**src/rtl/imac_pkg.sv**
```systemverilog
package imac_pkg;

  typedef enum logic [3:0] {
    OP_MAC   = 4'd0,
    OP_MSB   = 4'd1,
    OP_SWMAC = 4'd2,
    OP_UWMAC = 4'd3,
    OP_SWMSB = 4'd4,
    OP_UWMSB = 4'd5,
    OP_SHI   = 4'd6,
    OP_UHI   = 4'd7
  } imac_op_e;

  typedef struct packed {
    logic is_signed;  // operands are two's complement
    logic wide;       // 32x32 widening form
    logic sub;        // subtract product from addend
    logic high;       // return upper product half
    logic narrow;     // 32-bit mode of a full-width form
  } imac_ctl_t;

  function automatic imac_ctl_t imac_decode(input logic [3:0] code, input logic m32);
    imac_ctl_t c;
    c = '0;
    case (code)
      OP_MSB:   begin c.sub = 1'b1; c.narrow = m32; end
      OP_SWMAC: begin c.is_signed = 1'b1; c.wide = 1'b1; end
      OP_UWMAC: begin c.wide = 1'b1; end
      OP_SWMSB: begin c.is_signed = 1'b1; c.wide = 1'b1; c.sub = 1'b1; end
      OP_UWMSB: begin c.wide = 1'b1; c.sub = 1'b1; end
      OP_SHI:   begin c.is_signed = 1'b1; c.high = 1'b1; end
      OP_UHI:   begin c.high = 1'b1; end
      default:  begin c.narrow = m32; end
    endcase
    return c;
  endfunction

endpackage

```
**src/rtl/imac_prep.sv**
```systemverilog
module imac_prep
  import imac_pkg::*;
#(
  parameter int XLEN = 64
) (
  input  imac_ctl_t         ctl,
  input  logic [XLEN-1:0]   a,
  input  logic [XLEN-1:0]   b,
  output logic [XLEN-1:0]   mag_a,
  output logic [XLEN-1:0]   mag_b,
  output logic              neg
);
  localparam int HLEN = XLEN / 2;

  logic [XLEN-1:0] ea, eb;
  logic            sa, sb;

  always_comb begin
    if (ctl.wide) begin
      ea = ctl.is_signed ? {{HLEN{a[HLEN-1]}}, a[HLEN-1:0]} : {{HLEN{1'b0}}, a[HLEN-1:0]};
      eb = ctl.is_signed ? {{HLEN{b[HLEN-1]}}, b[HLEN-1:0]} : {{HLEN{1'b0}}, b[HLEN-1:0]};
    end else if (ctl.narrow) begin
      ea = {{HLEN{1'b0}}, a[HLEN-1:0]};
      eb = {{HLEN{1'b0}}, b[HLEN-1:0]};
    end else begin
      ea = a;
      eb = b;
    end
    sa    = ctl.is_signed & ea[XLEN-1];
    sb    = ctl.is_signed & eb[XLEN-1];
    mag_a = sa ? (~ea + 1'b1) : ea;
    mag_b = sb ? (~eb + 1'b1) : eb;
    neg   = sa ^ sb;
  end

endmodule

```
**src/rtl/imac_engine.sv**
```systemverilog
module imac_engine #(
  parameter int XLEN = 64
) (
  input  logic              clk,
  input  logic              rst_n,
  input  logic              load,
  input  logic [XLEN-1:0]   mag_a,
  input  logic [XLEN-1:0]   mag_b,
  output logic              run,
  output logic              last,
  output logic [2*XLEN-1:0] prod_nx
);
  localparam int PW = 2 * XLEN;

  logic [PW-1:0]   mcand, acc;
  logic [XLEN-1:0] mplier;

  // One multiplier bit per step; the final step is the one after which no
  // set bits remain, so the loop length follows the multiplier magnitude.
  assign prod_nx = mplier[0] ? (acc + mcand) : acc;
  assign last    = run && (mplier[XLEN-1:1] == '0);

  always_ff @(posedge clk or negedge rst_n) begin
    if (!rst_n) begin
      run    <= 1'b0;
      mcand  <= '0;
      mplier <= '0;
      acc    <= '0;
    end else if (load) begin
      run    <= 1'b1;
      mcand  <= {{XLEN{1'b0}}, mag_a};
      mplier <= mag_b;
      acc    <= '0;
    end else if (run) begin
      acc    <= prod_nx;
      mcand  <= mcand << 1;
      mplier <= mplier >> 1;
      if (last) run <= 1'b0;
    end
  end

endmodule

```
**src/rtl/imac_finish.sv**
```systemverilog
module imac_finish
  import imac_pkg::*;
#(
  parameter int XLEN = 64
) (
  input  imac_ctl_t          ctl,
  input  logic               neg,
  input  logic [2*XLEN-1:0]  raw,
  input  logic [XLEN-1:0]    addend,
  output logic [XLEN-1:0]    res
);
  localparam int HLEN = XLEN / 2;
  localparam int PW   = 2 * XLEN;

  logic [PW-1:0]   p;
  logic [HLEN-1:0] s32;

  always_comb begin
    p   = neg ? (~raw + 1'b1) : raw;
    s32 = ctl.sub ? (addend[HLEN-1:0] - p[HLEN-1:0]) : (addend[HLEN-1:0] + p[HLEN-1:0]);
    if (ctl.high)
      res = p[PW-1:XLEN];
    else if (ctl.narrow)
      res = {{HLEN{1'b0}}, s32};
    else
      res = ctl.sub ? (addend - p[XLEN-1:0]) : (addend + p[XLEN-1:0]);
  end

endmodule

```
**src/rtl/imac_unit.sv**
```systemverilog
module imac_unit
  import imac_pkg::*;
#(
  parameter int XLEN = 64
) (
  input  logic            clk,
  input  logic            rst_n,
  input  logic            start,
  input  logic [3:0]      op,
  input  logic            mode32,
  input  logic [XLEN-1:0] opa,
  input  logic [XLEN-1:0] opb,
  input  logic [XLEN-1:0] addend,
  output logic            busy,
  output logic            done,
  output logic [XLEN-1:0] result
);
  localparam int PW = 2 * XLEN;

  imac_ctl_t       in_ctl, ctl_q;
  logic [XLEN-1:0] mag_a, mag_b, addend_q, fin_res;
  logic            in_neg, neg_q, load, run, last;
  logic [PW-1:0]   prod_nx;

  assign in_ctl = imac_decode(op, mode32);
  assign load   = start && !run;
  assign busy   = run;

  imac_prep #(.XLEN(XLEN)) u_prep (
    .ctl(in_ctl), .a(opa), .b(opb), .mag_a(mag_a), .mag_b(mag_b), .neg(in_neg)
  );

  imac_engine #(.XLEN(XLEN)) u_eng (
    .clk(clk), .rst_n(rst_n), .load(load), .mag_a(mag_a), .mag_b(mag_b),
    .run(run), .last(last), .prod_nx(prod_nx)
  );

  imac_finish #(.XLEN(XLEN)) u_fin (
    .ctl(ctl_q), .neg(neg_q), .raw(prod_nx), .addend(addend_q), .res(fin_res)
  );

  always_ff @(posedge clk or negedge rst_n) begin
    if (!rst_n) begin
      ctl_q    <= '0;
      neg_q    <= 1'b0;
      addend_q <= '0;
      done     <= 1'b0;
      result   <= '0;
    end else begin
      done <= 1'b0;
      if (load) begin
        ctl_q    <= in_ctl;
        neg_q    <= in_neg;
        addend_q <= addend;
      end
      if (last) begin
        done   <= 1'b1;
        result <= fin_res;
      end
    end
  end

endmodule

```
**config.mk**
```make
export PLATFORM = sky130hd
export DESIGN_NAME = imac_unit
export DESIGN_NICKNAME = d
export VERILOG_FILES = /design/src/rtl/imac_pkg.sv /design/src/rtl/imac_prep.sv /design/src/rtl/imac_engine.sv /design/src/rtl/imac_finish.sv /design/src/rtl/imac_unit.sv
export SDC_FILE = /design/constraint.sdc
export NUM_CORES = 2
export LEC_CHECK = 0
export BUFFER_PORTS_ARGS = -buffer_cell sky130_fd_sc_hd__buf_2
export CAP_MARGIN = 20
export CORE_UTILIZATION = 64
export CTS_BUF_LIST = sky130_fd_sc_hd__clkbuf_4
export CTS_CLUSTER_SIZE = 40
export DETAILED_ROUTE_END_ITERATION = 12
export PLACE_DENSITY = 0.91
export SLEW_MARGIN = 15
export SYNTH_ARGS = -nofsm -noshare
export SYNTH_HDL_FRONTEND = slang
export SYNTH_SLANG_ARGS = --single-unit
```
**constraint.sdc**
```tcl
create_clock -name clk -period 11.8 [get_ports clk]
set_input_delay 0.59 -clock clk [delete_from_list [all_inputs] [get_ports clk]]
set_output_delay 0.59 -clock clk [all_outputs]
set_load 0.02 [all_outputs]
```
======== Yosys cells after proc, flatten, opt, wreduce, memory -nomap -nowiden ========
Index checks and enable logic that the tools add are counted.
cells by class
  add/subtract/negate cells ............... 8
  multipliers ............................. 0
  div/mod/pow operators ................... 0
  order comparisons ....................... 0
  eq/ne operators ......................... 7
  shifts and indexed selects .............. 0
  mux-type cells .......................... 29
  bitwise logic cells ..................... 6
  reductions and logical operators ........ 10
operator list
  operator                 count
  $mux 64                  13
  $mux 128                 6
  $add 128x1->128 const B  1
  $add 128x128->128        1
  $add 64x1->64 const B    2
  $not 128->128            1
  $not 64->64              2
  $add 64x64->64           1
  $sub 64x64->64           1
  $logic_not 63->1         1
  $add 32x32->32           1
  $mux 32                  1
  $sub 32x32->32           1
  $eq 4x3->1 const B       4
  $mux 1                   9
  $eq 4x2->1 const B       2
  $reduce_or 3->1          2
  $reduce_or 6->1          1
  $eq 4x1->1 const B       1
  $reduce_or 4->1          1
  $and 1x1->1              2
  $logic_and 1x1->1        2
  $reduce_bool 2->1        1
  $reduce_or 2->1          1
  other kinds (2)          2
storage, ports and cells
  flip-flop bits (word level) ............. 454
  bits in latches ......................... 0
  bits in writable memories ............... 0
  ROM bits ................................ 0
  input port bits ......................... 200
  output and inout bits ................... 66
  logic and storage cells ................. 71
  memories ................................ 0

======== Logic depth before layout (Yosys ltp) ========
  word-level depth ........................ 9
  gate-level depth with buffers ........... 42
  gate-level depth less buffers ........... 38

======== By module ========
From an unflattened synthesis, not the netlist that was laid out.
unflattened totals
  cells, all modules ...................... 5402
  area, all modules ....................... 43830.8 um^2
modules (own cells, without submodules)
  module       times used  cells an instance  area an instance (um^2)  sequential area each (um^2)
  imac_engine  1           2943               24736.2                  8032.7
  imac_finish  1           1507               9683.0                   0.0
  imac_unit    1           294                5416.4                   3378.2
  imac_prep    1           658                3995.1                   0.0

======== Worst setup path before layout ========
OpenSTA, ideal clock, no wires.
  path kind ............................... flip-flop to flip-flop
  start point ............................. register u_eng.mplier[0]
  end point ............................... register result[62]
  arrival time ............................ 8.815 ns
  data required time ...................... 11.718 ns
  path slack .............................. 2.903 ns
  cell stages (with the launch flop) ...... 43
  cell sequence ........................... dfrtp_1 buf_2 buf_2 buf_4 buf_4 buf_2 mux2i_1 ha_1 inv_1 a211oi_1 nand3_1 or4_1 or3_1 buf_2 nor2b_1 buf_4 and3_1 nand4b_4 (+7 left out) ha_1 a21o_1 a21o_1 a21oi_1 nor2_1 o41ai_1 nand2_1 o21ai_0 o21ai_0 a221oi_1 a2bb2oi_1 a221o_1 nand3_1 o211ai_1 o21ai_0 xor2_1 nand2_1 a31oi_1
between the ends
  longest elaborated chain between the ends .. 8
  elaborated cells between the ends (all ways) .. 9
ends and longest elaborated chain
  what                                                     line               source
  start: declaration                                       imac_engine.sv:16  logic [XLEN-1:0] mplier;
  start signal: assignment                                 imac_engine.sv:32  mplier <= mag_b;
  start signal: assignment                                 imac_engine.sv:37  mplier <= mplier >> 1;
  $mux 128 (*)                                             imac_engine.sv:20  assign prod_nx = mplier[0] ? (acc + mcand) : acc;
  $not 128->128                                            imac_finish.sv:19  p = neg ? (~raw + 1'b1) : raw;
  $add 128x1->128                                          imac_finish.sv:19
  $mux 128 (*)                                             imac_finish.sv:19
  $add 64x64->64 / $sub 64x64->64 (equally long branches)  imac_finish.sv:26  res = ctl.sub ? (addend - p[XLEN-1:0]) : (addend + p[XLEN-1:0]);
  $mux 64                                                  imac_finish.sv:26
  $mux 64                                                  imac_finish.sv:23  else if (ctl.narrow)
  $mux 64 (*)                                              imac_finish.sv:21  if (ctl.high)
  end signal: assignment                                   imac_unit.sv:58    result <= fin_res;
  end: declaration                                         imac_unit.sv:16    output logic [XLEN-1:0] result
Every way passes the cells marked *; elsewhere a longest branch is shown, timed or not.
A chain may end at the register's enable or synchronous reset.

======== Worst setup path in the final report ========
  start point ............................. register u_eng.acc[0]
  end point ............................... register result[61]
between the ends
  longest elaborated chain between the ends .. 9
  elaborated cells between the ends (all ways) .. 10
ends and longest elaborated chain
  what                                                     line               source
  start: declaration                                       imac_engine.sv:15  logic [PW-1:0] mcand, acc;
  start signal: assignment                                 imac_engine.sv:35  acc <= prod_nx;
  $add 128x128->128                                        imac_engine.sv:20
  $mux 128 (*)                                             imac_engine.sv:20
  $not 128->128                                            imac_finish.sv:19
  $add 128x1->128                                          imac_finish.sv:19
  $mux 128 (*)                                             imac_finish.sv:19
  $add 64x64->64 / $sub 64x64->64 (equally long branches)  imac_finish.sv:26
  $mux 64                                                  imac_finish.sv:26
  $mux 64                                                  imac_finish.sv:23
  $mux 64 (*)                                              imac_finish.sv:21
Marks and branches as above.

==> reports/qor.csv <==
metric,value,unit
max_stage_delay,0.62,ns
hold_viol,0,
reg2reg_slack,1.60,ns
syn_nets,6030,
synth-seq-cells,454,
vias_per_cell,6.83,
outcome,"complete, but fails checks",
areaGrowthSynthToFinish,8.79,%
drv_slew,0,
ctsResizeCount,0,
synthCells,5634,
antenna_found_initial,8,
gp_congestion,1.05,
ant_nets,0,
post_cts.repair.setup_buffers,0,
dp_hpwl,108,mm
rows,93,
synthFlopType,dfrtp_1,
die_h,259,um
cts.reportedPaths.clkPinSlew,0.07,ns
rsz0062_at_grt,no,
drt_wl_total,147,mm
pwr_density_cell,227,nW/um^2
netlist_area,42300,um^2
synth_edf_count,0,
crit_path_end_kind,flop,
min_period,10.20,ns
chipWidth,259,um
num-fill-cells,5210,
crit_fanout,10,
cts_sinks,454,
fin_tns_setup,0,ns
drive_gt1_share,11.2,%
fin_crit_sh,86.4,%
cts_tree,done,
grt_pass1_vias,42000,
cts_max_path_buffers,3,
cap_viol_max_count,0,
start_kind,flop,
core_region_area,64800,um^2
utilization,70.9,%
dieArea,67100,um^2
yosysSeqAreaShare,26.9,%
drc_errors,2,
num-nets-final,6203,
violations,DRC,
pin_count,266,
synth_cell_types,117,
numCtsBuffers,119,
ys_async_sr_fraction,100,%
path_class,flop to flop,
postCtsHoldBufs,67,
avgRoutedWirePerCell,21.8,um
setup_viol,0,
min_path_type,primary input to flop,
ctsRootBufferMaster,clkbuf_4,
portBuffers,265,
maxSlewHeadroom,23.9,%
first_iter_violations,5995,
worstPathRequired,12.66,ns
start_util,65.2,%
dr.pass1.iters,12,
vias,46100,
synth_area_per_cell,7.50,um^2
clock_skew,0.0985,ns
ir_drop,115,uV
max_freq,98.1,MHz
grt_max_degree,114,
track_usage,42.6,%
ys_warn_count,0,
critPathSlowestCell,nor4b_1,
cts_max_level,3,
clk_latency,0.97,ns
worst_slew_pin_slew,1.13,ns
grt-ovfl-total,0,
p_leak,20.1,nW
grt_pass1_wl,229,mm
crit_arrival,11.06,ns
area by class of cell:
class | instances | area (um^2) | area share (%)
clock inverter | 40 | 248 | 0.539
sequential | 454 | 11400 | 24.7
clock buffer | 161 | 1210 | 2.63
timing repair buffer | 388 | 2430 | 5.29
tap | 855 | 1070 | 2.33
inverter | 111 | 427 | 0.928
antenna | 5 | 12.5 | 0.0272
multi-input combinational | 4733 | 29200 | 63.5
cell usage after synthesis (44+ instances only):
master	number	share of area, %
a211oi_1	44	0.78
a21o_1	130	2.3
a21oi_1	508	6.0
a22o_1	65	1.3
a31oi_1	52	0.77
and3_1	47	0.70
clkbuf_1	264	2.3
dfrtp_1	454	27
ha_1	194	5.7
inv_1	109	0.97
mux2i_1	51	1.2
nand2_1	836	7.4
nand2b_1	51	0.75
nand3_1	166	2.0
nand4_1	90	1.3
nor2_1	451	4.0
nor3_1	144	1.7
nor4_1	69	1.0
o211ai_1	54	0.96
o21a_1	61	1.1
o21ai_0	544	6.4
o31ai_1	69	1.2
or3_1	82	1.2
xnor2_1	200	4.1
xor2_1	140	2.9
state kept, by name, indices dropped and copies added (netlist names):
name	flops
result	64
u_eng.acc	128
u_eng.mcand	128
ctl_q	3
addend_q	64
u_eng.mplier	64
u_eng.run	1
done	1
neg_q	1
kinds of logic (layout without fill, tap and decap cells):
kind of cell | Yosys count | in the layout | synth area share (%)
other | 0 | 5 | 0
muxes | 72 | 72 | 1.77
xor gates and xnor gates | 340 | 340 | 7.05
adders and majority gates | 196 | 196 | 5.84
DFF | 454 | 454 | 26.9
buffers and inverters | 447 | 700 | 4.13
AOI/OAI and AO/OA | 1943 | 1943 | 29.6
and+or+nand+nor | 2182 | 2182 | 24.8
per-stage QoR:
stage / total power [W] / hold WS [ns] / std cells / worst slack, ns / area (um^2)
6_report: 0.0104 / 0.0553 / 6747 / 1.60 / 46000
5_1_grt: 0.0110 / 0.0947 / 6746 / 0.729 / 46000
4_1_cts: 0.0101 / 0.00402 / 6739 / 1.75 / 45900
3_5_place_dp: 0.00867 / 0.465 / 6471 / 1.80 / 43800
3_3_place_gp: 0.00854 / 0.457 / 6471 / 2.08 / 43800
2_1_floorplan: 0.00669 / 0.294 / 5634 / 2.90 / 42300
worst paths after layout:
path | depth (start not counted) | startpoint | end
max | 35 | u_eng.acc[0] | result[61]
min reg2reg | 2 | result[26] | result[26]
max in group asynchronous | 4 | rst_n | u_eng.run
min in group asynchronous | 2 | rst_n | addend_q[54]
max reg2reg | 35 | u_eng.acc[0] | result[61]
min | 5 | opa[18] | u_eng.mcand[18]
routing by layer:
| metal | routed length (um) | global-route usage, % |
|---|---|---|
| met1 | 59200 | 57.7 |
| met5 | 44 | 0 |
| met2 | 61300 | 62.9 |
| met4 | 7500 | 20.6 |
| met3 | 18800 | 11.4 |
placed cells by master, fill, tap and decap left out, types with 28 or more instances in the layout:
| cell type | n |
|---|---|
| nand2_1 | 835 |
| o21ai_0 | 543 |
| a21oi_1 | 506 |
| nor2_1 | 449 |
| dfrtp_1 | 449 |
| buf_2 | 264 |
| xnor2_1 | 200 |
| ha_1 | 194 |
| nand3_1 | 166 |
| clkbuf_4 | 162 |
| nor3_1 | 144 |
| xor2_1 | 140 |
| a21o_1 | 130 |
| inv_1 | 107 |
| nand4_1 | 90 |
| or3_1 | 82 |
| o31ai_1 | 69 |
| nor4_1 | 68 |
| dlygate4sd3_1 | 67 |
| a22o_1 | 65 |
| o21a_1 | 61 |
| o211ai_1 | 54 |
| buf_4 | 54 |
| a31oi_1 | 52 |
| mux2i_1 | 51 |
| nand2b_1 | 51 |
| and3_1 | 47 |
| a211oi_1 | 44 |
| o21bai_1 | 42 |
| nor2b_1 | 37 |
| a31o_2 | 35 |
| and2_1 | 32 |
| or2_2 | 30 |
| a22oi_1 | 28 |
| or4_1 | 28 |
critical path: cells and delay by family (launching register included):
kind	cells	cell delay, ns
mux	2	0.54
flops	1	0.40
fa+ha+maj	4	1.32
buf+inv	2	0.14
xor+xnor	1	0.16
simple gates	11	4.30
compound gates	15	3.21
power breakdown:
group / total, W / switching, W / internal [W]
combinational: 0.00685 / 0.00442 / 0.00243
clock: 0.00141 / 0.000722 / 0.000692
sequential: 0.00217 / 0.000344 / 0.00182
total: 0.0104 / 0.00549 / 0.00495
No activity file was read; power rests on OpenSTA's default activity.
